## src/rtl/pixel_prio_pkg.sv

```systemverilog
package pixel_prio_pkg;

    localparam int NUM_REGS = 4;
    localparam int RID_W    = $clog2(NUM_REGS);

    typedef enum logic [RID_W-1:0] {
        RID_BACK = 2'd0,
        RID_PL0  = 2'd1,
        RID_PL1  = 2'd2,
        RID_FLD  = 2'd3
    } reg_id_e;

    typedef struct packed {
        logic p0;
        logic m0;
        logic p1;
        logic m1;
        logic ball;
        logic pf;
    } obj_bits_t;

    typedef struct packed {
        logic field_first;
        logic score_mode;
        logic right_half;
    } mode_t;

endpackage

```

## src/rtl/pixel_colour_regs.sv

```systemverilog
module pixel_colour_regs
    import pixel_prio_pkg::*;
#(
    parameter int COL_W = 7
) (
    input  logic                      clk,
    input  logic                      rst_n,
    input  logic                      wr_en,
    input  logic [RID_W-1:0]          wr_addr,
    input  logic [COL_W-1:0]          wr_data,
    output logic [NUM_REGS*COL_W-1:0] regs_flat
);

    typedef struct packed {
        logic [NUM_REGS-1:0][COL_W-1:0] val;
    } bank_t;

    bank_t bank_d, bank_q;

    always_comb begin
        bank_d = bank_q;
        for (int i = 0; i < NUM_REGS; i++) begin
            if (wr_en && (wr_addr == RID_W'(i))) begin
                bank_d.val[i] = wr_data;
            end
        end
    end

    always_ff @(posedge clk) begin
        if (!rst_n) begin
            bank_q <= '0;
        end else begin
            bank_q <= bank_d;
        end
    end

    generate
        for (genvar g = 0; g < NUM_REGS; g++) begin : g_flat
            assign regs_flat[g*COL_W +: COL_W] = bank_q.val[g];
        end
    endgenerate

endmodule

```

## src/rtl/pixel_prio_resolve.sv

```systemverilog
module pixel_prio_resolve
    import pixel_prio_pkg::*;
(
    input  obj_bits_t           objs,
    input  mode_t               mode,
    output logic [NUM_REGS-1:0] sel
);

    logic    grp_pl0, grp_pl1, grp_fld;
    reg_id_e winner;
    reg_id_e chosen;

    always_comb begin
        grp_pl0 = objs.p0 | objs.m0;
        grp_pl1 = objs.p1 | objs.m1;
        grp_fld = objs.pf | objs.ball;

        if (mode.field_first) begin
            if      (grp_fld) winner = RID_FLD;
            else if (grp_pl0) winner = RID_PL0;
            else if (grp_pl1) winner = RID_PL1;
            else              winner = RID_BACK;
        end else begin
            if      (grp_pl0) winner = RID_PL0;
            else if (grp_pl1) winner = RID_PL1;
            else if (grp_fld) winner = RID_FLD;
            else              winner = RID_BACK;
        end

        chosen = winner;
        if (winner == RID_FLD && mode.score_mode && !objs.ball) begin
            chosen = mode.right_half ? RID_PL1 : RID_PL0;
        end

        sel = '0;
        sel[chosen] = 1'b1;
    end

endmodule

```

## src/rtl/pixel_colour_mux.sv

```systemverilog
module pixel_colour_mux
    import pixel_prio_pkg::*;
#(
    parameter int COL_W = 7
) (
    input  logic [NUM_REGS-1:0]       sel,
    input  logic [NUM_REGS*COL_W-1:0] regs_flat,
    output logic [COL_W-1:0]          colour
);

    logic [NUM_REGS-1:0][COL_W-1:0] gated;

    generate
        for (genvar g = 0; g < NUM_REGS; g++) begin : g_gate
            assign gated[g] = regs_flat[g*COL_W +: COL_W] & {COL_W{sel[g]}};
        end
    endgenerate

    always_comb begin
        colour = '0;
        for (int i = 0; i < NUM_REGS; i++) begin
            colour = colour | gated[i];
        end
    end

endmodule

```

## src/rtl/pixel_prio_mux.sv

```systemverilog
module pixel_prio_mux
    import pixel_prio_pkg::*;
#(
    parameter int HUE_W = 4,
    parameter int LUM_W = 3
) (
    input  logic                   clk,
    input  logic                   rst_n,
    input  logic                   blank,
    input  logic                   right_half,
    input  logic                   field_first,
    input  logic                   score_mode,
    input  logic                   p0_bit,
    input  logic                   m0_bit,
    input  logic                   p1_bit,
    input  logic                   m1_bit,
    input  logic                   ball_bit,
    input  logic                   pf_bit,
    input  logic                   wr_en,
    input  logic [1:0]             wr_addr,
    input  logic [HUE_W+LUM_W-1:0] wr_data,
    output logic [HUE_W-1:0]       hue_o,
    output logic [LUM_W-1:0]       lum_o,
    output logic [3:0]             sel_o
);

    localparam int COL_W = HUE_W + LUM_W;

    typedef struct packed {
        logic [NUM_REGS-1:0] sel;
        logic [COL_W-1:0]    colour;
    } out_t;

    obj_bits_t                 objs;
    mode_t                     mode;
    logic [NUM_REGS*COL_W-1:0] regs_flat;
    logic [NUM_REGS-1:0]       sel_raw;
    logic [COL_W-1:0]          colour_raw;
    out_t                      out_d, out_q;

    assign objs = '{p0: p0_bit, m0: m0_bit, p1: p1_bit, m1: m1_bit,
                    ball: ball_bit, pf: pf_bit};
    assign mode = '{field_first: field_first, score_mode: score_mode,
                    right_half: right_half};

    pixel_colour_regs #(.COL_W(COL_W)) u_regs (
        .clk       (clk),
        .rst_n     (rst_n),
        .wr_en     (wr_en),
        .wr_addr   (wr_addr),
        .wr_data   (wr_data),
        .regs_flat (regs_flat)
    );

    pixel_prio_resolve u_resolve (
        .objs (objs),
        .mode (mode),
        .sel  (sel_raw)
    );

    pixel_colour_mux #(.COL_W(COL_W)) u_mux (
        .sel       (sel_raw),
        .regs_flat (regs_flat),
        .colour    (colour_raw)
    );

    always_comb begin
        out_d = out_q;
        if (blank) begin
            out_d = '0;
        end else begin
            out_d.sel    = sel_raw;
            out_d.colour = colour_raw;
        end
    end

    always_ff @(posedge clk) begin
        if (!rst_n) begin
            out_q <= '0;
        end else begin
            out_q <= out_d;
        end
    end

    assign hue_o = out_q.colour[COL_W-1:LUM_W];
    assign lum_o = out_q.colour[LUM_W-1:0];
    assign sel_o = out_q.sel;

endmodule

```

## config.mk

```make
export PLATFORM = sky130hd
export DESIGN_NAME = pixel_prio_mux
export DESIGN_NICKNAME = d
export VERILOG_FILES = /design/src/rtl/pixel_prio_pkg.sv /design/src/rtl/pixel_colour_regs.sv /design/src/rtl/pixel_prio_resolve.sv /design/src/rtl/pixel_colour_mux.sv /design/src/rtl/pixel_prio_mux.sv
export SDC_FILE = /design/constraint.sdc
export NUM_CORES = 1
export LEC_CHECK = 0
export ABC_AREA = 1
export BUFFER_PORTS_ARGS = -buffer_cell sky130_fd_sc_hd__buf_2
export CORE_ASPECT_RATIO = 0.8
export CORE_MARGIN = 5
export CORE_UTILIZATION = 56
export CTS_BUF_LIST = sky130_fd_sc_hd__clkbuf_8
export DETAILED_ROUTE_END_ITERATION = 10
export PLACE_DENSITY_LB_ADDON = 0.3
export SYNTH_ARGS = -nofsm -noshare
export SYNTH_HDL_FRONTEND = slang
export SYNTH_SLANG_ARGS = --single-unit
```

## constraint.sdc

```tcl
create_clock -name clk -period 1.3 [get_ports clk]
set_clock_uncertainty 0.1 [all_clocks]
set_input_delay 0.195 -clock clk [delete_from_list [all_inputs] [get_ports clk]]
set_output_delay 0.195 -clock clk [all_outputs]
set_load 0.01 [all_outputs]
```

==> flow_summary.toml <==
[status]
run_status = "completed"

[cts]
cts-root-to-sink-buffers = 2
cts_inserted_buffers = 5
cts_tree = "done"
post_cts_buffers = 0
worst_skew_pair.late_latency_ns = 0.29
clock_sinks = 39
postCtsResizedCells = 0
htreeDepth = 2
clk_pin_slew_ns = 0.07
clock_tree.root_cell = "clkbuf_8"
cts_hold_buffers = 0

[critical_path]
required_ns = 1.43
reg2reg_slack_ns = 0.43
crit_slowest_cell = "o21ai_0"
cpMostUsedCell = "nand2_1"
arrival_ns = 1.35
worstPathCellList = "buf_2, o21ai_0, nand2_1, clkinv_1, nand2_4, nor2_4, nand2_1, nand2_1, nor2_1, nor2_1"
timing.critical_path.from_type = "primary input"
path_class = "primary input to register"
maximum_cell_stage_delay_along_the_critical_path_ns = 0.24
cp_max_fo = 8
endpoint_kind = "register"

[layout]
drive_above_1_share = 0.2218
final_cell_area_um2 = 1974
highest_count_cells_in_the_layout_ignoring_fill_and_taps = "nor2_1, dfxtp_1, nand2_1, buf_2, nand3_1"
final.fill_count = 251
layout.cells.most_common = "nor2_1"
layout.core_utilization = 0.7086
antenna-diode-count = 0
area_growth_pct = 21.01
final_net_count = 298
post_layout_nonfiller_instances = 313

[synth]
synthesis.instances = 229
postSynthRegisterBits = 39
synth.lib_cells_used.distinct = 21
synth.top_cells.by_area = "dfxtp_1, nor2_1, nand2_1"
syn_nets = 251
netlist_area_um2 = 1632
synth_seq_area_share = 0.4785
yosysTopAreaCell = "dfxtp_1"
ys.warnings.count = 0
postSynthAreaPerCell_um2 = 7.125
netlist.area_leader.share = 0.4785

[floorplanning]
die_w_um = 70.35
core_region_area_um2 = 2786
placementRows = 17
die_area_um2 = 4100
initial_utilization = 0.5855
top_level_ports = 33
floorplan.die.height_um = 58.28

[detailed_routing]
topRoutingLayerUsed = "met4"
met2WireLength_um = 1694
antenna_left = 0
detailroute.via_count = 1630
routed-wl-met3_um = 452
drt_drc_violations_left = 0
wl_per_cell_um = 12.95
detail_route.vias_per_cell = 5.208
routedLengthMet1_um = 1848
drt_pre_antenna_iters = 5
detailedRoute.firstIterationViolations = 102
drt-total-wl_um = 4053

[placed_design]
placement.io_buffers = 32
dp.cells = 306
total_cell_area_at_the_placement_stage_um2 = 1893
globalplace.congestion = 0.8854
place.detailed.hpwl_um = 3012

[global_route]
global_route.usage.total = 0.2097
grt_max_degree = 22
globalRouteOverflowTotal = 0
wire_length_of_the_first_global_routing_pass_um = 6624
antenna_found_initial = 0
vias_in_the_first_global_route = 1391

[power_and_ir_drop]
vdd_ir_drop_max_mv = 0.8571
total_leakage_power_nw = 0.9515
p_per_area_nw_per_um2 = 1176

[sta]
slew-limit-headroom = 0.8264
finalCritPeriodShare = 0.9394
fmax_mhz = 818.9
slew_violations = 0
setup-violations-final = 0
finalCriticalPeriod_ns = 1.221
timing_hold_violations_final = 0
hold_slack_ns = 0.09980
tightest_slew_ns = 0.2577

[run]
max-cap-violations = 0

[min_path]
min-delay-path-class = "primary input to register"
[stage by stage]
step	setup slack, ns	setup TNS [ns]	total power, mW
final	0.07882	0	2.322
after global routing	-0.009769	-0.02302	2.439
after CTS	0.09972	0	2.313
after detailed placement	-0.1891	-1.567	1.603
after global placement	-0.1593	-1.128	1.597
after floorplan	0.05815	0	1.476
[metal layers]
layer  vias to the layer above  track usage
met5                         -            0
met4                         0      0.04918
met3                        11      0.06586
met2                        86       0.3107
met1                       704       0.2977
li1                        829            -
[cell families after synthesis]
logic type | share of synthesized area
buffers and inverters | 0.05674
AOI/OAI and AO/OA | 0.09739
DFF | 0.4785
and+or+nand+nor | 0.3673
[worst max-delay path, delay by kind of cell]
kind | cells | cell delay, ns
AO/OA/AOI/OAI | 1 | 0.24
AND/OR/NAND/NOR | 7 | 0.68
buffers and inverters | 2 | 0.23
[cell type report]
cell class / count / area, um2 / share of cell area
inverters: 13 / 48.80 / 0.02471
flip-flops and latches: 39 / 780.7 / 0.3954
well taps: 38 / 47.55 / 0.02408
multi-input cells: 172 / 767.0 / 0.3885
clock inverters: 1 / 3.754 / 0.001901
repair buffers: 45 / 257.7 / 0.1305
clock buffers: 5 / 68.82 / 0.03485
[state kept, by name (all words and copies together) (netlist names)]
register,flops
lum_o,3
sel_o,4
hue_o,4
u_regs.regs_flat,28
[report_power, final]
group	total, mW	internal (mW)	switching [mW]
combinational	0.312	0.122	0.190
sequential	1.27	1.24	0.0302
clock	0.735	0.349	0.386
total	2.32	1.72	0.606
[path summary, 6_finish.rpt]
kind / depth (start not counted) / start / end
setup / recovery: 10 / m0_bit / hue_o[1]$_SDFF_PP0_
hold / removal: 3 / wr_data[0] / u_regs.regs_flat[14]$_SDFFE_PN0P_
setup reg to reg: 4 / u_regs.regs_flat[11]$_SDFFE_PN0P_ / hue_o[1]$_SDFF_PP0_
hold reg to reg: 2 / u_regs.regs_flat[21]$_SDFFE_PN0P_ / u_regs.regs_flat[21]$_SDFFE_PN0P_
[cells in the mapped netlist (all sizes together)]
cell	instances
dfxtp	39
inv	10
a21oi	8
nand2	42
nor3	4
clkinv	3
buf	4
or2	1
clkbuf	2
nand3	29
nor2	64
o21ai	23
No activity file was read; power rests on OpenSTA's default activity.
